File: config.mk
export PLATFORM = sky130hd
export DESIGN_NAME = line_status_detect
export DESIGN_NICKNAME = d
export VERILOG_FILES = /design/src/rtl/lsd_pkg.sv /design/src/rtl/lsd_sync.sv /design/src/rtl/lsd_ring_qual.sv /design/src/rtl/lsd_hook_qual.sv /design/src/rtl/lsd_burst_cnt.sv /design/src/rtl/line_status_detect.sv
export SDC_FILE = /design/constraint.sdc
export NUM_CORES = 1
export LEC_CHECK = 0
export BUFFER_PORTS_ARGS = -buffer_cell sky130_fd_sc_hd__buf_2
export CAP_MARGIN = 30
export CORE_ASPECT_RATIO = 1.4
export CORE_UTILIZATION = 40
export DETAILED_ROUTE_END_ITERATION = 10
export PLACE_DENSITY = 0.62
export SETUP_SLACK_MARGIN = 0.15
export SYNTH_ARGS = -nofsm -noshare
export SYNTH_HDL_FRONTEND = slang
export SYNTH_SLANG_ARGS = --single-unit
File: constraint.sdc
create_clock -name clk -period 1.64 [get_ports clk]
set_input_delay 0.41 -clock clk [delete_from_list [all_inputs] [get_ports clk]]
set_output_delay 0.41 -clock clk [all_outputs]
set_load 0.01 [all_outputs]
File: src/rtl/lsd_pkg.sv
package lsd_pkg;
  // idle level of both opto inputs (no ringing, no loop current)
  localparam logic LINE_IDLE = 1'b1;

  typedef enum logic {
    HOOK_ON  = 1'b0,
    HOOK_OFF = 1'b1
  } hook_e;
endpackage

File: src/rtl/lsd_sync.sv
module lsd_sync #(
  parameter int   W       = 2,
  parameter logic RST_VAL = 1'b1
) (
  input  logic         clk,
  input  logic         rst_n,
  input  logic [W-1:0] d_in,
  output logic [W-1:0] d_out
);
  for (genvar i = 0; i < W; i++) begin : g_bit
    logic meta_q, stab_q;
    always_ff @(posedge clk or negedge rst_n) begin
      if (!rst_n) begin
        meta_q <= RST_VAL;
        stab_q <= RST_VAL;
      end else begin
        meta_q <= d_in[i];
        stab_q <= meta_q;
      end
    end
    assign d_out[i] = stab_q;
  end
endmodule

File: src/rtl/lsd_ring_qual.sv
module lsd_ring_qual
  import lsd_pkg::*;
#(
  parameter int RUN_W = 4,
  parameter int WIN_W = 8,
  parameter int GAP_W = 9
) (
  input  logic             clk,
  input  logic             rst_n,
  input  logic             tick,
  input  logic             ring_s,
  input  logic [RUN_W-1:0] cfg_need,
  input  logic [WIN_W-1:0] cfg_win,
  input  logic [GAP_W-1:0] cfg_quiet,
  output logic             present,
  output logic             start,
  output logic             rise_next
);
  localparam logic [GAP_W-1:0] GAP_MAX = '1;
  localparam logic [RUN_W-1:0] RUN_MAX = '1;

  logic             prev_q;
  logic [GAP_W-1:0] gap_q, gap_d;
  logic [RUN_W-1:0] run_q, run_d;
  logic             pres_q, pres_d;
  logic             start_q, start_d;
  logic             pulse;
  logic [RUN_W-1:0] need;
  logic [GAP_W-1:0] win_ext;

  assign pulse   = prev_q & ~ring_s;
  assign need    = (cfg_need == '0) ? RUN_W'(1) : cfg_need;
  assign win_ext = GAP_W'(cfg_win);

  always_comb begin
    gap_d   = gap_q;
    run_d   = run_q;
    pres_d  = pres_q;
    start_d = 1'b0;
    if (pulse) begin
      gap_d = '0;
      if (gap_q < win_ext) begin
        run_d = (run_q == RUN_MAX) ? run_q : run_q + RUN_W'(1);
      end else begin
        run_d = RUN_W'(1);
      end
      if (!pres_q && (run_d >= need)) begin
        pres_d  = 1'b1;
        start_d = 1'b1;
      end
    end else if (tick) begin
      gap_d = (gap_q == GAP_MAX) ? gap_q : gap_q + GAP_W'(1);
      if (pres_q && (gap_d >= cfg_quiet)) begin
        pres_d = 1'b0;
      end
    end
  end

  always_ff @(posedge clk or negedge rst_n) begin
    if (!rst_n) begin
      prev_q  <= LINE_IDLE;
      gap_q   <= GAP_MAX;
      run_q   <= '0;
      pres_q  <= 1'b0;
      start_q <= 1'b0;
    end else begin
      prev_q  <= ring_s;
      gap_q   <= gap_d;
      run_q   <= run_d;
      pres_q  <= pres_d;
      start_q <= start_d;
    end
  end

  assign present   = pres_q;
  assign start     = start_q;
  assign rise_next = start_d;


  rise_on_pulse_chk: assert property (@(posedge clk) disable iff (!rst_n)
    $rose(pres_q) |-> $past(pulse));

  release_on_tick_chk: assert property (@(posedge clk) disable iff (!rst_n)
    $fell(pres_q) |-> $past(tick));

  start_single_chk: assert property (@(posedge clk) disable iff (!rst_n)
    start_q |=> !start_q);
endmodule

File: src/rtl/lsd_hook_qual.sv
module lsd_hook_qual
  import lsd_pkg::*;
#(
  parameter int HOLD_W = 8
) (
  input  logic              clk,
  input  logic              rst_n,
  input  logic              tick,
  input  logic              loop_s,
  input  logic [HOLD_W-1:0] cfg_hold,
  output logic              off_hook,
  output logic              change
);
  hook_e             state_q, state_d;
  logic [HOLD_W-1:0] cnt_q, cnt_d;
  logic              chg_q, chg_d;
  hook_e             seen;
  logic              differs;
  logic [HOLD_W:0]   cnt_inc;

  assign seen    = loop_s ? HOOK_ON : HOOK_OFF;
  assign differs = (seen != state_q);
  assign cnt_inc = {1'b0, cnt_q} + (HOLD_W+1)'(1);

  always_comb begin
    state_d = state_q;
    cnt_d   = cnt_q;
    chg_d   = 1'b0;
    if (!differs) begin
      cnt_d = '0;
    end else if (tick) begin
      if (cnt_inc >= {1'b0, cfg_hold}) begin
        state_d = seen;
        cnt_d   = '0;
        chg_d   = 1'b1;
      end else begin
        cnt_d = cnt_inc[HOLD_W-1:0];
      end
    end
  end

  always_ff @(posedge clk or negedge rst_n) begin
    if (!rst_n) begin
      state_q <= HOOK_ON;
      cnt_q   <= '0;
      chg_q   <= 1'b0;
    end else begin
      state_q <= state_d;
      cnt_q   <= cnt_d;
      chg_q   <= chg_d;
    end
  end

  assign off_hook = (state_q == HOOK_OFF);
  assign change   = chg_q;


  chg_flip_chk: assert property (@(posedge clk) disable iff (!rst_n)
    chg_q |-> (state_q != $past(state_q)));

  hold_stable_chk: assert property (@(posedge clk) disable iff (!rst_n)
    !chg_q |-> $stable(state_q));

  flip_on_tick_chk: assert property (@(posedge clk) disable iff (!rst_n)
    chg_q |-> $past(tick));
endmodule

File: src/rtl/lsd_burst_cnt.sv
module lsd_burst_cnt #(
  parameter int CNT_W = 8
) (
  input  logic             clk,
  input  logic             rst_n,
  input  logic             inc,
  input  logic             clr,
  output logic [CNT_W-1:0] count
);
  localparam logic [CNT_W-1:0] CNT_MAX = '1;

  logic [CNT_W-1:0] cnt_q, cnt_d;

  always_comb begin
    cnt_d = cnt_q;
    if (clr) begin
      cnt_d = '0;
    end else if (inc && (cnt_q != CNT_MAX)) begin
      cnt_d = cnt_q + CNT_W'(1);
    end
  end

  always_ff @(posedge clk or negedge rst_n) begin
    if (!rst_n) cnt_q <= '0;
    else        cnt_q <= cnt_d;
  end

  assign count = cnt_q;


  clr_wins_chk: assert property (@(posedge clk) disable iff (!rst_n)
    $past(clr) |-> (cnt_q == '0));

  inc_step_chk: assert property (@(posedge clk) disable iff (!rst_n)
    ($past(inc) && !$past(clr) && ($past(cnt_q) != CNT_MAX))
      |-> (cnt_q == $past(cnt_q) + CNT_W'(1)));
endmodule

File: src/rtl/line_status_detect.sv
module line_status_detect
  import lsd_pkg::*;
#(
  parameter int RUN_W  = 4,
  parameter int WIN_W  = 8,
  parameter int GAP_W  = 9,
  parameter int HOLD_W = 8,
  parameter int CNT_W  = 8
) (
  input  logic              clk,
  input  logic              rst_n,
  input  logic              tick_1ms,
  input  logic              ring_n_in,
  input  logic              loop_n_in,
  input  logic [RUN_W-1:0]  cfg_ring_pulses,
  input  logic [WIN_W-1:0]  cfg_pulse_win,
  input  logic [GAP_W-1:0]  cfg_ring_quiet,
  input  logic [HOLD_W-1:0] cfg_hook_hold,
  input  logic              burst_clr,
  output logic              ring_present,
  output logic              ring_start,
  output logic [CNT_W-1:0]  burst_count,
  output logic              ext_off_hook,
  output logic              hook_change
);
  localparam int NUM_IN = 2;
  localparam int IDX_RING = 1;
  localparam int IDX_LOOP = 0;

  logic              rst_meta_q, rst_core_n;
  logic [NUM_IN-1:0] raw_vec, sync_vec;
  logic              rise_next;

  always_ff @(posedge clk or negedge rst_n) begin
    if (!rst_n) begin
      rst_meta_q <= 1'b0;
      rst_core_n <= 1'b0;
    end else begin
      rst_meta_q <= 1'b1;
      rst_core_n <= rst_meta_q;
    end
  end

  assign raw_vec[IDX_RING] = ring_n_in;
  assign raw_vec[IDX_LOOP] = loop_n_in;

  lsd_sync #(.W(NUM_IN), .RST_VAL(LINE_IDLE)) u_sync (
    .clk   (clk),
    .rst_n (rst_core_n),
    .d_in  (raw_vec),
    .d_out (sync_vec)
  );

  lsd_ring_qual #(.RUN_W(RUN_W), .WIN_W(WIN_W), .GAP_W(GAP_W)) u_ring (
    .clk       (clk),
    .rst_n     (rst_core_n),
    .tick      (tick_1ms),
    .ring_s    (sync_vec[IDX_RING]),
    .cfg_need  (cfg_ring_pulses),
    .cfg_win   (cfg_pulse_win),
    .cfg_quiet (cfg_ring_quiet),
    .present   (ring_present),
    .start     (ring_start),
    .rise_next (rise_next)
  );

  lsd_burst_cnt #(.CNT_W(CNT_W)) u_bursts (
    .clk   (clk),
    .rst_n (rst_core_n),
    .inc   (rise_next),
    .clr   (burst_clr),
    .count (burst_count)
  );

  lsd_hook_qual #(.HOLD_W(HOLD_W)) u_hook (
    .clk      (clk),
    .rst_n    (rst_core_n),
    .tick     (tick_1ms),
    .loop_s   (sync_vec[IDX_LOOP]),
    .cfg_hold (cfg_hook_hold),
    .off_hook (ext_off_hook),
    .change   (hook_change)
  );


  start_with_flag_chk: assert property (@(posedge clk) disable iff (!rst_core_n)
    ring_start |-> (ring_present && $rose(ring_present)));

  change_marks_edge_chk: assert property (@(posedge clk) disable iff (!rst_core_n)
    hook_change |-> (ext_off_hook != $past(ext_off_hook)));
endmodule

==> results of run 1 <==
[logic make-up after synthesis]
family / after synthesis
and+or+nand+nor: 102
AOI/OAI and AO/OA: 66
DFF: 40
buffers and inverters: 34
adders and majority gates: 32
xor gates and xnor gates: 14
muxes: 6
other: 1
[what timing repair did]
| action | 4_1_cts | 5_1_grt |
|---|---|---|
| resized for setup | 36 | 24 |
| endpoints found under the setup margin | 33 | 33 |
| hold endpoints to repair | 2 | 0 |
| hold buffers | 1 | 0 |
| setup buffers | 4 | 7 |
| pin swaps | 16 | 17 |
[metrics by stage]
| step | TNS, ns | total power, W | instance area, um2 |
|---|---|---|---|
| global route | -29.35 | 0.00359 | 4040 |
| global placement | -24.66 | 0.00228 | 3560 |
| CTS | -24.37 | 0.00329 | 3900 |
| detailed placement | -25.99 | 0.00231 | 3560 |
| finish | -25.56 | 0.00336 | 4040 |
| floorplan | -19.56 | 0.00190 | 2820 |
[cell type report]
class	instances	area share, %
Sequential cell	40	25.2
Inverter	28	2.60
Timing Repair Buffer	116	20.0
Clock inverter	1	0.743
Multi-Input combinational cell	221	46.2
Clock buffer	7	2.38
Tap cell	92	2.85
[registers in the layout (all words and copies together), names as in the netlist]
register / flops
u_ring.gap_q: 9
u_hook.cnt_q: 8
u_ring.run_q: 4
u_bursts.count: 8
u_hook.off_hook: 1
u_ring.prev_q: 1
rst_core_n: 1
u_hook.change: 1
u_sync.g_bit.stab_q: 2
u_ring.start: 1
rst_meta_q: 1
u_ring.present: 1
u_sync.g_bit.meta_q: 2
[cell usage after synthesis (6+ instances only)]
master / count
a21oi_1: 26
and3_1: 7
dfrtp_1: 26
dfstp_2: 14
ha_1: 32
inv_1: 27
nand2_1: 25
nand2b_1: 9
nand3_1: 11
nor2_1: 20
o21ai_0: 7
or3_1: 6
xnor2_1: 8
xor2_1: 6
[worst max-delay path by stage]
stage	slack [ns]	endpoint	cells after the start	start
after floorplan	-1.47	u_bursts.count[5]$_DFFE_PN0P_	13	u_ring.gap_q[4]$_DFFE_PN1P_
after CTS	-1.57	u_bursts.count[4]$_DFFE_PN0P_	14	u_ring.gap_q[4]$_DFFE_PN1P_
after global routing	-1.75	u_bursts.count[5]$_DFFE_PN0P_	14	u_ring.gap_q[4]$_DFFE_PN1P_
after global placement	-1.60	u_bursts.count[5]$_DFFE_PN0P_	16	cfg_pulse_win[6]
final	-1.60	u_bursts.count[0]$_DFFE_PN0P_	14	u_ring.gap_q[4]$_DFFE_PN1P_
after detailed placement	-1.64	u_bursts.count[5]$_DFFE_PN0P_	16	cfg_pulse_win[6]
[power by group through the flow]
stage,registers [W],logic [W],clock network [W]
4_1_cts,0.00119,0.00119,0.000915
5_1_grt,0.00120,0.00144,0.000950
3_5_place_dp,0.00120,0.00111,0
2_1_floorplan,0.00125,0.000647,0
3_3_place_gp,0.00120,0.00108,0
6_report,0.00119,0.00128,0.000893
[routing by layer]
layer | wire (um) | GRT usage (%) | vias to the layer above
met5 | 0 | 0 | -
li1 | - | - | 1263
met1 | 2540 | 19.7 | 1222
met4 | 97 | 6.49 | 0
met3 | 199 | 3.82 | 11
met2 | 3950 | 40.0 | 46
==> flow_summary.toml, run 1 <==
[outcome]
status = "finished with violations"
violations = "setup timing"

[logic_synthesis]
syn_inst = 295
synth.avg_cell_area_um2 = 9.27
muxShareOfSynthArea_pct = 2.29
synth_top_family_by_area = "simple AND/OR/NAND/NOR gates"
synth_cell_types = 53
yosys.area_share.simple_pct = 19.8
synth.area.top_cells = "dfrtp_1 (24%), ha_1 (15%), dfstp_2 (13%)"
async_reset_ff_share_pct = 100
synth_fa_ha_area_share_pct = 14.6
synth-main-ff-cell = "dfrtp_1"
synth_edf_count = 0
ys_ff_latch = 40
synth-xor-area-share_pct = 4.49
synth_top_cell_by_area = "dfrtp_1"
syn_area_mm2 = 0.00273
synth_top_area_share_pct = 23.8
synth.yosys.warnings = 0
synth_seq_area_share_pct = 37.3
syn_nets = 362
synth-compound-area-share_pct = 16.5

[run]
drv_cap = 0

[finish]
utilization_pct = 61.2
drive_gt1_share_pct = 48.4
diodes = 0
filler_cell_count = 571
multi_input_area_mm2 = 0.00187
areaGrowthSynthToFinish_pct = 47.9
stdcell_count = 505
final_nets = 479
final_cell_mix = "buf_4 (55), buf_2 (46), inv_1 (27), dfrtp_1 (26), ha_1 (25)"
register_area_mm2 = 0.00102
mostFrequentLayoutCell = "buf_4"

[global_route]
grt_max_degree = 19
overflow = 0
grt_pass1_vias = 2624
grt_usage_pct = 19.8
grt_pass1_wl_um = 11100
antenna_found_initial = 0

[critical_path]
cp_max_fo = 6
critPathSlowestCell = "dfstp_2"
required_ns = 1.82
r2r_cells = 14
crit_type = "flop to flop"
worst-path-buf-inv = 2
startpoint_type = "flop"
reg2reg_slack_ns = -1.60
r2r-end = "u_bursts.count[0]$_DFFE_PN0P_"
cp_top_family = "compound AO/OA/AOI/OAI gates"
crit_arrival_ns = 3.42
critPathMaxStageDelay_ns = 0.57
critPathCaptureType = "flop"
worstReg2RegStart = "u_ring.gap_q[4]$_DFFE_PN1P_"
crit_chain = "ha_4 > and3_4 > a221o_1 > a211oi_2 > nand2_2 > buf_4 > nor2_2 > ha_1 > a21o_1 > a211o_1 > nand3_4 > buf_6 > xor2_1 > nor2_1"

[sta]
rsz0062_at_grt = "yes"
drv_slew = 0
skew_ns = 0.0101
timing.fmax_mhz = 308
worst_slew_pin_slew_ns = 0.588
hold_violations = 0
setup_viol = 32
setup_ws_ns = -1.60
slew_headroom_pct = 60.7
finalCritPeriodShare_pct = 198
fin_crit_ns = 3.24
fin_hold_ws_ns = 0.157

[detailed_routing]
routed_wl_um = 6780
first_pass_iters = 4
antenna_left = 0
wl_per_cell_um = 13.4
drt_iter0_drc = 97
viasPerCell = 5.03
post-route-drc-count = 0
dr_total_vias = 2542

[pwr]
switchingPower_w = 0.00106
seqPwrFrac_pct = 35.3
p_per_area_mw_per_mm2 = 832
power.leakage_nw = 2.03
p_sw_share_pct = 31.6
intPower_w = 0.00230
p_clk_share_pct = 26.5
p_comb_share_pct = 38.1
peakVddDrop_mv = 0.593

[floorplan]
coreArea_mm2 = 0.00661
die_h_um = 99.8
pin_count = 47
start_util_pct = 41.3
fp.dieArea_mm2 = 0.00717
die_x_um = 71.9
rows = 35

[placed_design]
placedCellCount = 485
pre_cts_slack_ns = -1.64
dp_hpwl_um = 5180
io_buffers = 46
gp_congestion = 0.825

[clock_network]
htree_levels = 2
tritoncts = "built"
clockBufferDepth = 2
clockRootBuffer = "clkbuf_8"
clock_latency_ns = 0.30
cts.sinks = 40
path_clk_slew_ns = 0.08
numCtsBuffers = 5

[min_path]
hold_path.class = "flop to async pin"
(Power assumes the default switching activity.)
==> run 2: changes to the inputs <==
--- a/config.mk
+++ b/config.mk
@@ -7,10 +7,8 @@
 export LEC_CHECK = 0
 export BUFFER_PORTS_ARGS = -buffer_cell sky130_fd_sc_hd__buf_2
 export CAP_MARGIN = 30
-export CORE_ASPECT_RATIO = 1.4
 export CORE_UTILIZATION = 40
 export DETAILED_ROUTE_END_ITERATION = 10
-export PLACE_DENSITY = 0.62
 export SETUP_SLACK_MARGIN = 0.15
 export SYNTH_ARGS = -nofsm -noshare
 export SYNTH_HDL_FRONTEND = slang
==> run 2 against run 1 <==
  * The flow still finishes with violations (setup timing)
  * Combinational power grew 13%
  * Via count rose by 1.7%
  * Non-clock buffer count increased by 13
  * Clock skew is 0.0065 ns lower
  * Design area increased by 4.3%
  * Critical path depth stayed put
  * Core utilization rose by 4.1 points
  * Sequential power about the same
  * Critical path type unchanged
  * Largest cell class unchanged
==> flow_summary.toml, run 2 (synthesis results as in run 1) <==
[pwr]
p_clk_share_pct = 21.4
power.leakage_nw = 2.10
p_per_area_mw_per_mm2 = 796
peakVddDrop_mv = 0.461
p_sw_share_pct = 33.5
switchingPower_w = 0.00112
intPower_w = 0.00223
seqPwrFrac_pct = 35.3
p_comb_share_pct = 43.3

[detailed_routing]
routed_wl_um = 6700
viasPerCell = 5.14
antenna_left = 0
post-route-drc-count = 0
first_pass_iters = 6
wl_per_cell_um = 13.3
drt_iter0_drc = 40
dr_total_vias = 2586

[finish]
filler_cell_count = 516
register_area_mm2 = 0.00102
stdcell_count = 503
drive_gt1_share_pct = 50.7
multi_input_area_mm2 = 0.00194
final_area_mm2 = 0.00422
largest_reg_flops = 9
areaGrowthSynthToFinish_pct = 54.2
final_cell_mix = "buf_4 (57), buf_2 (46), inv_1 (27), dfrtp_1 (26)"
final_nets = 492
top_register = "u_ring.gap_q"
mostFrequentLayoutCell = "buf_4"
diodes = 0

[global_route]
grt_pass1_wl_um = 11300
grt_pass1_vias = 2579
grt_usage_pct = 19.4
antenna_found_initial = 0
overflow = 0
grt_max_degree = 29

[critical_path]
worstReg2RegStart = "u_ring.gap_q[5]$_DFFE_PN1P_"
cp_max_fo = 6
crit_arrival_ns = 3.36
reg2reg_slack_ns = -1.54
startpoint_type = "flop"
crit_type = "flop to flop"
r2r_cells = 14
required_ns = 1.82
r2r-end = "u_bursts.count[1]$_DFFE_PN0P_"
critPathCaptureType = "flop"

[clock_network]
clockRootBuffer = "clkbuf_8"
numCtsBuffers = 5
clock_latency_ns = 0.29
cts.sinks = 40
path_clk_slew_ns = 0.09
clockBufferDepth = 2
tritoncts = "built"
htree_levels = 2

[sta]
rsz0062_at_grt = "yes"
finalCritPeriodShare_pct = 194
setup_ws_ns = -1.54
tns_ns = -25.03
setup_viol = 31
fin_crit_ns = 3.18
slew_headroom_pct = 59.2
hold_violations = 0
timing.fmax_mhz = 315
drv_slew = 0
worst_slew_pin_slew_ns = 0.610
skew_ns = 0.00362

[floorplan]
die_h_um = 84.7
rows = 29
start_util_pct = 42.3
coreArea_mm2 = 0.00646
pin_count = 47
die_x_um = 84.7
fp.dieArea_mm2 = 0.00717

[run]
drv_cap = 0

[placed_design]
placedCellCount = 465
post_dp_cell_area_mm2 = 0.00352
dp_hpwl_um = 4680
io_buffers = 46
gp_congestion = 0.841

[min_path]
hold_path.class = "flop to async pin"

[outcome]
status = "finished with violations"
violations = "setup timing"
[run 2: per-layer routing]
| layer | GRT usage, % | vias to the layer above | share of wire, % | wire [um] |
|---|---|---|---|---|
| met3 | 3.34 | 4 | 3.2 | 213 |
| met2 | 34.5 | 44 | 51 | 3430 |
| met1 | 24.7 | 1243 | 45 | 3020 |
| met5 | 0 | - | 0 | 0 |
| met4 | 4.31 | 0 | 0.55 | 37 |
| li1 | - | 1295 | - | - |
[run 2: cell type report]
| cell class | count | share of cell area [%] |
|---|---|---|
| repair buffers | 129 | 22.7 |
| clock inverters | 2 | 0.356 |
| flip-flops and latches | 40 | 24.2 |
| well taps | 77 | 2.28 |
| inverters | 28 | 2.49 |
| multi-input cells | 221 | 46.0 |
| clock buffers | 6 | 1.96 |
[run 2: worst max path at each step]
stage	cells past startpoint	start	end	slack, ns
after detailed placement	15	cfg_pulse_win[6]	u_bursts.count[4]$_DFFE_PN0P_	-1.67
after global routing	14	u_ring.gap_q[5]$_DFFE_PN1P_	u_bursts.count[1]$_DFFE_PN0P_	-1.74
final	14	u_ring.gap_q[5]$_DFFE_PN1P_	u_bursts.count[1]$_DFFE_PN0P_	-1.54
after floorplan	13	u_ring.gap_q[4]$_DFFE_PN1P_	u_bursts.count[5]$_DFFE_PN0P_	-1.47
after global placement	15	cfg_pulse_win[6]	u_bursts.count[5]$_DFFE_PN0P_	-1.59
after CTS	13	u_ring.gap_q[5]$_DFFE_PN1P_	u_bursts.count[5]$_DFFE_PN0P_	-1.61
[run 2: worst max-delay path: stages, from the launching register on]
cell and delay, ns:
dfstp_2 0.56, ha_4 0.20, a21o_2 0.20, a221o_1 0.31, a211oi_2 0.24, nand2_2 0.13, nor2_1 0.12, ha_1 0.25
nand2b_4 0.14, a21o_1 0.14, a211o_1 0.32, nand3_4 0.14, buf_6 0.10, mux2i_1 0.17, nor2_1 0.06
[run 2: power groups by stage]
stage	Clock (W)	Combinational, W	Sequential (W)
floorplan	0	0.000647	0.00125
global placement	0	0.00109	0.00119
detailed placement	0	0.00111	0.00119
CTS	0.000732	0.00135	0.00118
global route	0.000774	0.00162	0.00120
finish	0.000718	0.00145	0.00118
[run 2: what timing repair did]
| item | in CTS | in global routing |
|---|---|---|
| endpoints found under the hold margin | 2 | 0 |
| setup endpoints to repair | 33 | 33 |
| hold buffers | 1 | 0 |
| gates resized for setup | 49 | 30 |
| setup buffers | 23 | 6 |
| gates cloned | 0 | 0 |
| pin swaps | 30 | 25 |
[run 2: per-stage QoR]
stage	total power [W]	util [%]	hold WS, ns	setup WS (ns)
2_1_floorplan	0.00190	-	0.114	-1.47
3_3_place_gp	0.00228	54.4	0.196	-1.59
3_5_place_dp	0.00231	54.4	0.196	-1.67
4_1_cts	0.00326	62.3	0.201	-1.61
5_1_grt	0.00359	65.3	0.190	-1.74
6_report	0.00336	65.3	0.208	-1.54
